===== config.mk =====
export PLATFORM = sky130hd
export DESIGN_NAME = pcm_fmt_conv
export DESIGN_NICKNAME = d
export VERILOG_FILES = /design/src/rtl/pcm_fmt_pkg.sv /design/src/rtl/pcm_lead_one.sv /design/src/rtl/pcm_enc_pipe.sv /design/src/rtl/pcm_dec_pipe.sv /design/src/rtl/pcm_fmt_conv.sv
export SDC_FILE = /design/constraint.sdc
export NUM_CORES = 1
export LEC_CHECK = 0
export ABC_AREA = 1
export CELL_PAD_IN_SITES_DETAIL_PLACEMENT = 1
export CELL_PAD_IN_SITES_GLOBAL_PLACEMENT = 1
export CORE_AREA = 2 2 149 151
export DETAILED_ROUTE_END_ITERATION = 8
export DIE_AREA = 0 0 151 153
export PLACE_DENSITY_LB_ADDON = 0.1
export SYNTH_ARGS = -nofsm -noshare
export SYNTH_HDL_FRONTEND = slang
export SYNTH_SLANG_ARGS = --single-unit

===== constraint.sdc =====
create_clock -name clk -period 2.58 [get_ports clk]
set_input_delay 0.387 -clock clk [delete_from_list [all_inputs] [get_ports clk]]
set_output_delay 0.387 -clock clk [all_outputs]
set_load 0.01 [all_outputs]

===== src/rtl/pcm_fmt_pkg.sv =====
package pcm_fmt_pkg;

    localparam int SMP_W    = 16;
    localparam int LAW_W    = 8;
    localparam int SEG_W    = 3;
    localparam int STEP_W   = 4;
    localparam int MU_MAG_W = 13;
    localparam int A_MAG_W  = 12;
    localparam int MU_BIAS  = 33;
    localparam int MU_CLIP  = 8158;
    localparam int MU_DBIAS = 132;
    localparam int PAD_W    = SMP_W - LAW_W;

    typedef enum logic [1:0] {
        FMT_MULAW = 2'd0,
        FMT_ALAW  = 2'd1,
        FMT_LIN16 = 2'd2,
        FMT_LIN8  = 2'd3
    } fmt_e;

    function automatic logic [LAW_W-1:0] inv_mask(input logic [1:0] sel);
        case (sel)
            2'd0:    return LAW_W'(8'h55);
            2'd1:    return LAW_W'(8'hFF);
            default: return '0;
        endcase
    endfunction

endpackage


===== src/rtl/pcm_lead_one.sv =====
module pcm_lead_one #(
    parameter int W = 13,
    localparam int PW = $clog2(W)
) (
    input  logic [W-1:0]  vec_i,
    output logic [PW-1:0] pos_o
);
    always_comb begin
        pos_o = '0;
        for (int i = 0; i < W; i++) begin
            if (vec_i[i]) pos_o = PW'(i);
        end
    end
endmodule


===== src/rtl/pcm_enc_pipe.sv =====
module pcm_enc_pipe
    import pcm_fmt_pkg::*;
(
    input  logic             clk,
    input  logic             rst_n,
    input  logic [1:0]       fmt_i,
    input  logic [1:0]       inv_i,
    input  logic             in_valid_i,
    output logic             in_ready_o,
    input  logic [SMP_W-1:0] in_data_i,
    output logic             out_valid_o,
    input  logic             out_ready_i,
    output logic [SMP_W-1:0] out_data_o
);
    typedef struct packed {
        logic                v;
        fmt_e                fmt;
        logic [1:0]          inv;
        logic                neg;
        logic [MU_MAG_W-1:0] mu_mag;
        logic [A_MAG_W-1:0]  a_mag;
        logic [SMP_W-1:0]    raw;
    } s1_t;

    typedef struct packed {
        logic             v;
        fmt_e             fmt;
        logic             neg;
        logic [SMP_W-1:0] data;
    } s2_t;

    typedef struct packed {
        s1_t s1;
        s2_t s2;
    } st_t;

    st_t st_d, st_q;

    logic [3:0] mu_pos, a_pos;

    pcm_lead_one #(.W(MU_MAG_W)) u_mu_lead (.vec_i(st_q.s1.mu_mag), .pos_o(mu_pos));
    pcm_lead_one #(.W(A_MAG_W))  u_a_lead  (.vec_i(st_q.s1.a_mag),  .pos_o(a_pos));

    logic                    adv;
    logic signed [SMP_W-1:0] smp_s, sh_mu, sh_a;
    logic [SMP_W-1:0]        mu_abs, mu_clip, mu_bias, a_abs;
    logic [3:0]              mu_seg_w, a_seg_w, mu_shamt;
    logic [SEG_W-1:0]        mu_seg, a_seg;
    logic [MU_MAG_W-1:0]     mu_sh;
    logic [A_MAG_W-1:0]      a_sh;
    logic [LAW_W-1:0]        mu_code, a_code;
    logic [SMP_W-1:0]        code_c;

    always_comb begin
        st_d = st_q;
        adv  = !st_q.s2.v || out_ready_i;

        // stage 1: sign and magnitude for both laws
        smp_s   = $signed(in_data_i);
        sh_mu   = smp_s >>> 2;
        sh_a    = smp_s >>> 3;
        mu_abs  = in_data_i[SMP_W-1] ? (~sh_mu + 1'b1) : sh_mu;
        mu_clip = (mu_abs > SMP_W'(MU_CLIP)) ? SMP_W'(MU_CLIP) : mu_abs;
        mu_bias = mu_clip + SMP_W'(MU_BIAS);
        a_abs   = in_data_i[SMP_W-1] ? ~sh_a : sh_a;

        // stage 2: segment search, step extraction, code assembly
        mu_seg_w = mu_pos - 4'd5;
        mu_seg   = mu_seg_w[SEG_W-1:0];
        mu_shamt = {1'b0, mu_seg} + 4'd1;
        mu_sh    = st_q.s1.mu_mag >> mu_shamt;
        mu_code  = ~{st_q.s1.neg, mu_seg, mu_sh[STEP_W-1:0]};

        a_seg_w = a_pos - 4'd4;
        a_seg   = (st_q.s1.a_mag < A_MAG_W'(32)) ? '0 : a_seg_w[SEG_W-1:0];
        a_sh    = (a_seg < 3'd2) ? (st_q.s1.a_mag >> 1) : (st_q.s1.a_mag >> a_seg);
        a_code  = {~st_q.s1.neg, a_seg, a_sh[STEP_W-1:0]} ^ inv_mask(st_q.s1.inv);

        case (st_q.s1.fmt)
            FMT_MULAW: code_c = {{PAD_W{1'b0}}, mu_code};
            FMT_ALAW:  code_c = {{PAD_W{1'b0}}, a_code};
            FMT_LIN16: code_c = st_q.s1.raw;
            default:   code_c = {{PAD_W{1'b0}}, st_q.s1.raw[SMP_W-1 -: LAW_W]};
        endcase

        if (adv) begin
            st_d.s2.v    = st_q.s1.v;
            st_d.s2.fmt  = st_q.s1.fmt;
            st_d.s2.neg  = st_q.s1.neg;
            st_d.s2.data = code_c;
            st_d.s1.v      = in_valid_i;
            st_d.s1.fmt    = fmt_e'(fmt_i);
            st_d.s1.inv    = inv_i;
            st_d.s1.neg    = in_data_i[SMP_W-1];
            st_d.s1.mu_mag = mu_bias[MU_MAG_W-1:0];
            st_d.s1.a_mag  = a_abs[A_MAG_W-1:0];
            st_d.s1.raw    = in_data_i;
        end
    end

    always_ff @(posedge clk or negedge rst_n) begin
        if (!rst_n) st_q <= '0;
        else        st_q <= st_d;
    end

    assign in_ready_o  = adv;
    assign out_valid_o = st_q.s2.v;
    assign out_data_o  = st_q.s2.data;

    // held output while stalled
    a_r10_enc_hold: assert property (@(posedge clk) disable iff (!rst_n)
        out_valid_o && !out_ready_i |=> out_valid_o && $stable(out_data_o));

    // two-cycle latency with a ready consumer
    a_r9_enc_latency: assert property (@(posedge clk) disable iff (!rst_n)
        (in_valid_i && in_ready_o) ##1 out_ready_i |=> out_valid_o);

    // mu-law sign placement and zero upper byte
    a_r2_mu_sign: assert property (@(posedge clk) disable iff (!rst_n)
        out_valid_o && st_q.s2.fmt == FMT_MULAW |->
            out_data_o[LAW_W-1] == !st_q.s2.neg && out_data_o[SMP_W-1:LAW_W] == '0);
endmodule


===== src/rtl/pcm_dec_pipe.sv =====
module pcm_dec_pipe
    import pcm_fmt_pkg::*;
(
    input  logic             clk,
    input  logic             rst_n,
    input  logic [1:0]       fmt_i,
    input  logic [1:0]       inv_i,
    input  logic             in_valid_i,
    output logic             in_ready_o,
    input  logic [SMP_W-1:0] in_data_i,
    output logic             out_valid_o,
    input  logic             out_ready_i,
    output logic [SMP_W-1:0] out_data_o
);
    typedef struct packed {
        logic              v;
        fmt_e              fmt;
        logic              sgn;
        logic [SEG_W-1:0]  seg;
        logic [STEP_W-1:0] step;
        logic [SMP_W-1:0]  raw;
    } s1_t;

    typedef struct packed {
        logic             v;
        fmt_e             fmt;
        logic [SMP_W-1:0] data;
    } s2_t;

    typedef struct packed {
        s1_t s1;
        s2_t s2;
    } st_t;

    st_t st_d, st_q;

    logic             adv;
    logic [LAW_W-1:0] mu_u, a_u;
    logic [SMP_W-1:0] mu_base, mu_t, mu_lin;
    logic [SMP_W-1:0] a_base, a_t, a_lin;
    logic [SEG_W-1:0] a_segm1;
    logic [SMP_W-1:0] lin_c;

    always_comb begin
        st_d = st_q;
        adv  = !st_q.s2.v || out_ready_i;

        // stage 1: remove inversion, split fields
        mu_u = ~in_data_i[LAW_W-1:0];
        a_u  = in_data_i[LAW_W-1:0] ^ inv_mask(inv_i);

        // stage 2: expansion
        mu_base = SMP_W'({st_q.s1.step, 3'b000}) + SMP_W'(MU_DBIAS);
        mu_t    = mu_base << st_q.s1.seg;
        mu_lin  = st_q.s1.sgn ? (SMP_W'(MU_DBIAS) - mu_t) : (mu_t - SMP_W'(MU_DBIAS));

        a_base  = SMP_W'({st_q.s1.step, 4'b0000}) +
                  ((st_q.s1.seg == '0) ? SMP_W'(8) : SMP_W'(264));
        a_segm1 = st_q.s1.seg - 3'd1;
        a_t     = (st_q.s1.seg > 3'd1) ? (a_base << a_segm1) : a_base;
        a_lin   = st_q.s1.sgn ? (~a_t + 1'b1) : a_t;

        case (st_q.s1.fmt)
            FMT_MULAW: lin_c = mu_lin;
            FMT_ALAW:  lin_c = a_lin;
            FMT_LIN16: lin_c = st_q.s1.raw;
            default:   lin_c = {st_q.s1.raw[LAW_W-1:0], {PAD_W{1'b0}}};
        endcase

        if (adv) begin
            st_d.s2.v    = st_q.s1.v;
            st_d.s2.fmt  = st_q.s1.fmt;
            st_d.s2.data = lin_c;
            st_d.s1.v    = in_valid_i;
            st_d.s1.fmt  = fmt_e'(fmt_i);
            st_d.s1.raw  = in_data_i;
            case (fmt_e'(fmt_i))
                FMT_MULAW: begin
                    st_d.s1.sgn  = mu_u[LAW_W-1];
                    st_d.s1.seg  = mu_u[LAW_W-2 -: SEG_W];
                    st_d.s1.step = mu_u[STEP_W-1:0];
                end
                FMT_ALAW: begin
                    st_d.s1.sgn  = ~a_u[LAW_W-1];
                    st_d.s1.seg  = a_u[LAW_W-2 -: SEG_W];
                    st_d.s1.step = a_u[STEP_W-1:0];
                end
                default: begin
                    st_d.s1.sgn  = 1'b0;
                    st_d.s1.seg  = '0;
                    st_d.s1.step = '0;
                end
            endcase
        end
    end

    always_ff @(posedge clk or negedge rst_n) begin
        if (!rst_n) st_q <= '0;
        else        st_q <= st_d;
    end

    assign in_ready_o  = adv;
    assign out_valid_o = st_q.s2.v;
    assign out_data_o  = st_q.s2.data;

    // held output while stalled
    a_r10_dec_hold: assert property (@(posedge clk) disable iff (!rst_n)
        out_valid_o && !out_ready_i |=> out_valid_o && $stable(out_data_o));

    // A-law expansion never yields zero
    a_r6_alaw_nonzero: assert property (@(posedge clk) disable iff (!rst_n)
        out_valid_o && st_q.s2.fmt == FMT_ALAW |-> out_data_o != '0);

    // mu-law expansion stays within its full-scale range
    a_r5_mu_range: assert property (@(posedge clk) disable iff (!rst_n)
        out_valid_o && st_q.s2.fmt == FMT_MULAW |->
            ($signed(out_data_o) <= 32124 && $signed(out_data_o) >= -32124));

    // two-cycle latency with a ready consumer
    a_r9_dec_latency: assert property (@(posedge clk) disable iff (!rst_n)
        (in_valid_i && in_ready_o) ##1 out_ready_i |=> out_valid_o);
endmodule


===== src/rtl/pcm_fmt_conv.sv =====
module pcm_fmt_conv
    import pcm_fmt_pkg::*;
(
    input  logic             clk,
    input  logic             rst_n,
    input  logic [1:0]       fmt_i,
    input  logic [1:0]       ainv_i,
    input  logic             tx_in_valid_i,
    output logic             tx_in_ready_o,
    input  logic [SMP_W-1:0] tx_sample_i,
    output logic             tx_out_valid_o,
    input  logic             tx_out_ready_i,
    output logic [SMP_W-1:0] tx_code_o,
    input  logic             rx_in_valid_i,
    output logic             rx_in_ready_o,
    input  logic [SMP_W-1:0] rx_code_i,
    output logic             rx_out_valid_o,
    input  logic             rx_out_ready_i,
    output logic [SMP_W-1:0] rx_sample_o
);
    pcm_enc_pipe u_enc (
        .clk         (clk),
        .rst_n       (rst_n),
        .fmt_i       (fmt_i),
        .inv_i       (ainv_i),
        .in_valid_i  (tx_in_valid_i),
        .in_ready_o  (tx_in_ready_o),
        .in_data_i   (tx_sample_i),
        .out_valid_o (tx_out_valid_o),
        .out_ready_i (tx_out_ready_i),
        .out_data_o  (tx_code_o)
    );

    pcm_dec_pipe u_dec (
        .clk         (clk),
        .rst_n       (rst_n),
        .fmt_i       (fmt_i),
        .inv_i       (ainv_i),
        .in_valid_i  (rx_in_valid_i),
        .in_ready_o  (rx_in_ready_o),
        .in_data_i   (rx_code_i),
        .out_valid_o (rx_out_valid_o),
        .out_ready_i (rx_out_ready_i),
        .out_data_o  (rx_sample_o)
    );
endmodule


Yosys cells after proc, flatten, opt, wreduce, memory -nomap -nowiden

Cells that the tools add are included.

Flip-flop bits (word level): 108
Input bits: 42
Output and inout bits: 36
Logic and storage cells: 99

Add/sub/neg operators: 11
$lt $le $gt $ge: 4
Equality and inequality tests: 7
Shifts and indexed selects: 4
Muxes and demuxes: 37
Bitwise operators: 9
Reductions and logical operators: 10

Operator list:

| operator                                              | count |
|---|---|
| case mux 16 bit (3 select lines)                      | 2 |
| two-way mux 16 bit                                    | 4 |
| two-way mux 3 bit                                     | 20 |
| case mux 8 bit (2 select lines)                       | 3 |
| adder 16 x 1 -> 16 bit (second input constant)        | 2 |
| inverter 16 bit                                       | 2 |
| << shifter 16 x 3 -> 16 bit                           | 2 |
| adder 8 x 16 -> 16 bit                                | 1 |
| > comparator 16 x 13 -> 1 bit (second input constant) | 1 |
| inverter 8 bit                                        | 2 |
| subtractor 16 x 8 -> 16 bit (second input constant)   | 1 |
| subtractor 8 x 16 -> 16 bit (first input constant)    | 1 |
| XOR 8 bit                                             | 2 |
| adder 13 x 6 -> 13 bit (second input constant)        | 1 |
| two-way mux 13 bit                                    | 1 |
| right shift 13 x 4 -> 4 bit                           | 1 |
| < comparator 12 x 6 -> 1 bit (second input constant)  | 1 |
| two-way mux 12 bit                                    | 1 |
| inverter 12 bit                                       | 1 |
| right shift 12 x 3 -> 4 bit                           | 1 |
| == test 2 x 1 -> 1 bit (second input constant)        | 5 |
| zero test 2 bit                                       | 5 |
| adder 7 x 8 -> 9 bit (second input constant)          | 1 |
| two-way mux 9 bit                                     | 1 |
| other kinds (13)                                      | 20 |

Longest topological paths before layout

Depth after elaboration: 17
Mapped depth: 22

Hierarchy

A second synthesis with hierarchy kept.

Cell total of the unflattened synthesis: 1231
Area, all modules: 7837.5 µm²

Modules (own cells, without submodules):

| module                          | times used | cells an instance | area each (µm²) | sequential area each (µm²) |
|---|---|---|---|---|
| pcm_enc_pipe                    | 1          | 606               | 4120.2          | 1576.5 |
| pcm_dec_pipe                    | 1          | 565               | 3470.8          | 1101.1 |
| pcm_lead_one at u_enc.u_mu_lead | 1          | 31                | 132.6           | 0.0 |
| pcm_lead_one at u_enc.u_a_lead  | 1          | 29                | 113.9           | 0.0 |

Worst setup path before layout

OpenSTA, ideal clock, no wires.

Kind: input-to-reg
Start: in tx_sample_i[2]
End: reg u_enc.st_q[52] in the netlist's numbering
Library setup time: 0.130 ns
Arrival time: 2.367 ns
Data required time: 2.450 ns
Path slack: 0.083 ns
Cell stages on the path: 20
Path buffers: 1
Cell sequence: inv_1 ha_1 nand3_2 inv_1 nand2_1 nand2_1 nand2_1 nand2_1 inv_1 nand4_1 nor2_2 nor2_4 buf_6 nand3_1 ha_1 nand2_1 nor2_1 or2_2 nand3_1 o21ai_0

Cells in the longest elaborated chain, start to end: 6

Ends and longest elaborated chain:

| element                       | RTL line            | RTL |
|---|---|---|
| start: declaration            | pcm_fmt_conv.sv:10  | `input logic [SMP_W-1:0] tx_sample_i,` |
| inverter 16 bit               | pcm_enc_pipe.sv:62  | `mu_abs = in_data_i[SMP_W-1] ? (~sh_mu + 1'b1) : sh_mu;` |
| adder 16 x 1 -> 16 bit        | pcm_enc_pipe.sv:62  |  |
| two-way mux 16 bit *          | pcm_enc_pipe.sv:62  |  |
| > comparator 16 x 13 -> 1 bit | pcm_enc_pipe.sv:63  | `mu_clip = (mu_abs > SMP_W'(MU_CLIP)) ? SMP_W'(MU_CLIP) : mu_abs;` |
| two-way mux 13 bit *          | pcm_enc_pipe.sv:63  |  |
| adder 13 x 6 -> 13 bit *      | pcm_enc_pipe.sv:64  | `mu_bias = mu_clip + SMP_W'(MU_BIAS);` |
| end signal: assignment        | pcm_enc_pipe.sv:103 | `else st_q <= st_d;` |
| end: declaration              | pcm_enc_pipe.sv:37  | `st_t st_d, st_q;` |

Mark *: on every way between the ends. The rest lies on a longest branch, timed or not.
A chain may end at the register's enable or synchronous reset.

Worst setup path in the final report

Start: reg u_dec.st_q[40] in the netlist's numbering
End: reg u_dec.st_q, in the netlist u_dec.out_data_o[15]

Cells in the longest elaborated chain, start to end: 9

Ends and longest elaborated chain:

| element                            | RTL line           | RTL |
|---|---|---|
| start: declaration                 | pcm_dec_pipe.sv:35 | `st_t st_d, st_q;` |
| start signal: assignment           | pcm_dec_pipe.sv:99 | `else st_q <= st_d;` |
| zero test 3 bit                    | pcm_dec_pipe.sv:58 | `((st_q.s1.seg == '0) ? SMP_W'(8) : SMP_W'(264));` |
| two-way mux 9 bit                  | pcm_dec_pipe.sv:58 |  |
| adder 8 x 16 -> 16 bit             | pcm_dec_pipe.sv:57 | `a_base = SMP_W'({st_q.s1.step, 4'b0000}) +` |
| << shifter 16 x 3 -> 16 bit        | pcm_dec_pipe.sv:60 | `a_t = (st_q.s1.seg > 3'd1) ? (a_base << a_segm1) : a_base;` |
| two-way mux 16 bit                 | pcm_dec_pipe.sv:60 |  |
| inverter 16 bit                    | pcm_dec_pipe.sv:61 | `a_lin = st_q.s1.sgn ? (~a_t + 1'b1) : a_t;` |
| adder 16 x 1 -> 16 bit             | pcm_dec_pipe.sv:61 |  |
| two-way mux 16 bit                 | pcm_dec_pipe.sv:61 |  |
| case mux 16 bit (3 select lines) * | pcm_dec_pipe.sv:63 | `case (st_q.s1.fmt)` |

Marked as above.

==> flow_summary.json <==
{
  "timing.final.crit_share_pct": 96.2,
  "die_area_um2": 23100,
  "grt_max_degree": 106,
  "min_path_type": "input port to asynchronous set/reset pin",
  "initial_utilization_pct": 36.3,
  "yosysWarnings": 0,
  "synthArstFlopShare_pct": 100,
  "cp_slowest_cell": "dfrtp_1",
  "port_buffers": 77,
  "grt_pass1_vias": 8460,
  "n_antenna_cell": 0,
  "grt_usage_pct": 24.1,
  "die_h_um": 153,
  "crit_path_end_kind": "register",
  "fin_hold_ws_ns": 0.104,
  "avgSynthCellArea_um2": 6.53,
  "report.final.hold_viol_count": 0,
  "core-area_um2": 21500,
  "fill_cells": 2791,
  "max_freq_mhz": 403,
  "vias_per_cell": 5.06,
  "finalInstanceArea_um2": 10100,
  "p_leak_nw": 5.11,
  "drive_above_1_share_pct": 18.3,
  "cpPeakStageDelay_ns": 0.41,
  "firstDrtPassIters": 5,
  "antenna_found_initial": 0,
  "layout_min_cycle_time_ns": 2.48,
  "drv_slew": 0,
  "via_count": 8208,
  "dp_hpwl_um": 20900,
  "clkSinkCount": 105,
  "outcome": "complete, no violations",
  "grt_overflow": 0,
  "cts_made_buffers": 9,
  "clock_latency_ns": 0.36,
  "globalplace.congestion": 0.869,
  "syn_inst": 1193,
  "seq_area_frac_synth_pct": 33.7,
  "setup_viol": 0,
  "fp-row-count": 54,
  "grt_setup_unrepaired": "true",
  "ant_nets": 0,
  "drc": 0,
  "cp_num_buf_inv": 3,
  "place_area_um2": 9320,
  "vdd_ir_drop_max_v": 0.000331,
  "max_cap_viol_count": 0,
  "synth_cell_type_count": 53,
  "clk_pin_slew_worst_paths_ns": 0.09,
  "syn_nets": 1247,
  "cts_hold_buffers": 0,
  "netlist_area_um2": 7800,
  "drt_iter0_drc": 349,
  "clock_path_buffers": 2,
  "wire_per_inst_um": 16.9,
  "critPathTopFamily": "simple AND/OR/NAND/NOR gates",
  "cts_tree": "yes",
  "final_nets": 1391,
  "finalWirelength_um": 27400,
  "required_ns": 2.84,
  "skew_ns": 0.0143,
  "relSlewSlack_pct": 60.4,
  "h-tree-depth": 3,
  "startpoint_type": "register",
  "synth_edf_count": 0,
  "ys_seq_elements": 105,
  "pin_count": 78,
  "worstPathCellList": "inv_4, ha_1, inv_1, nand2_4, nand2_8, inv_8, nor3_2, a21oi_2, ha_2, nand3_4, o21ai_4, nand2_2, or2_0, nand3_1, nand3_1, nand2_1, nand2_1",
  "area_growth_pct": 29.4,
  "critPathMaxFanout": 6,
  "ys.flop_type": "dfrtp_1",
  "worstMarginPinSlew_ns": 0.593,
  "clockRootBuffer": "clkbuf_16",
  "die_w_um": 151,
  "grt_pass1_wl_um": 44100,
  "cp.arrival_ns": 2.74,
  "power_density_nw_per_um2": 703,
  "path_class": "register to register"
}
layout by cell type (no fill, tap or decap), types with 8 or more instances in the layout:
master / instances
xor2_1: 8
nor2_2: 14
dlymetal6s2s_1: 11
o21ai_0: 112
clkdlybuf4s50_1: 65
inv_1: 123
buf_4: 115
dfrtp_1: 104
o21ai_1: 19
nand3_1: 103
o211ai_1: 8
nor2_1: 66
a21oi_1: 33
nand2_2: 18
clkbuf_16: 10
inv_2: 17
nand2_1: 386
final cells by class:
class / instances / area (µm²) / share of cell area (%)
Multi-Input combinational cell: 874 / 4430 / 43.9
Tap cell: 280 / 350 / 3.47
Clock inverter: 6 / 65.1 / 0.645
Clock buffer: 10 / 239 / 2.37
Timing Repair Buffer: 202 / 1820 / 18.0
Sequential cell: 105 / 2630 / 26.0
Inverter: 145 / 563 / 5.58
registers in the layout, summed over array words and instances (netlist names):
name               count
u_enc.st_q            44
u_dec.st_q            27
u_dec.out_data_o      16
u_enc.out_data_o      16
u_dec.out_valid_o      1
u_enc.out_valid_o      1
timing repair:
action / 4_1_cts / 5_1_grt
buffers inserted: 4 / 18
pin swaps: 3 / 22
setup endpoints to repair: 7 / 27
gates cloned: 0 / 1
gates resized for setup: 4 / 85
worst register-to-register path: cells and delay by family (launching register included):
kind            cells  cell delay [ns]
flops               1             0.41
fa+ha+maj           2             0.43
buf+inv             3             0.25
compound gates      2             0.41
simple gates       10             0.87
through the flow:
step	TNS, ns	cells	power [mW]	util, %	setup WS [ns]
floorplan	0	1193	4.25	-	0.0826
global placement	-2.65	1583	5.35	43.4	-0.319
detailed placement	-3.83	1583	5.41	43.4	-0.442
CTS	0	1603	6.92	45.0	0.000866
global route	-0.0578	1622	7.65	47.0	-0.0329
finish	0	1622	7.10	47.0	0.0977
worst paths after layout:
| check | start | end | slack, ns | cells past startpoint |
|---|---|---|---|---|
| min reg2reg | u_dec.st_q[45] | u_dec.out_valid_o | 0.45 | 2 |
| max | u_dec.st_q[40] | u_dec.out_data_o[15] | 0.1 | 17 |
| max in group asynchronous | rst_n | u_enc.st_q[56] | 2.05 | 2 |
| min in group clk | u_dec.st_q[45] | u_dec.out_valid_o | 0.45 | 2 |
| min | rst_n | u_dec.st_q[38] | 0.10 | 2 |
| max reg2reg | u_dec.st_q[40] | u_dec.out_data_o[15] | 0.1 | 17 |
kinds of logic (layout without fill, tap and decap cells):
logic type	after synthesis	in the layout	synth area share (%)
flops	105	105	33.7
simple gates	635	635	34.9
mux	1	1	0.128
xor+xnor	11	11	1.33
buf+inv	214	363	12.3
compound gates	215	215	15.7
fa+ha+maj	12	12	1.93
metal layers:
layer	share of wire (%)	vias up	routed length [µm]	track usage, %
li1	-	4091	-	-
met1	43	3974	11700	29.4
met2	53	107	14400	44.2
met3	2.4	36	657	2.81
met4	2.2	0	603	6.72
met5	0	-	0	0
report_power, final:
group | switching (mW) | leakage, nW | total (mW) | internal (mW)
Clock | 0.747 | 0.150 | 1.46 | 0.716
Sequential | 0.239 | 1.28 | 2.18 | 1.94
Combinational | 2.03 | 3.68 | 3.45 | 1.42
Total | 3.02 | 5.11 | 7.10 | 4.08
synth_stat cells (4+ instances only):
library cell | number | area, µm²
inv_2 | 7 | 26.3
ha_1 | 12 | 150
buf_2 | 5 | 25.0
xor2_1 | 9 | 78.8
buf_4 | 34 | 255
nand3_1 | 105 | 526
inv_4 | 4 | 25.0
nor3_1 | 7 | 35.0
or2_2 | 5 | 31.3
nand3b_1 | 6 | 45.0
o21ai_0 | 121 | 606
o211ai_1 | 8 | 60.1
o41ai_1 | 4 | 35.0
dfrtp_1 | 105 | 2630
clkbuf_1 | 26 | 97.6
nand2_1 | 393 | 1480
a31oi_1 | 4 | 25.0
nor2_1 | 81 | 304
nand4_1 | 7 | 43.8
inv_1 | 134 | 503
o21ai_1 | 12 | 60.1
nand2_2 | 11 | 68.8
a21oi_1 | 36 | 180
o22ai_1 | 7 | 43.8
No activity file was read; power rests on OpenSTA's default activity.
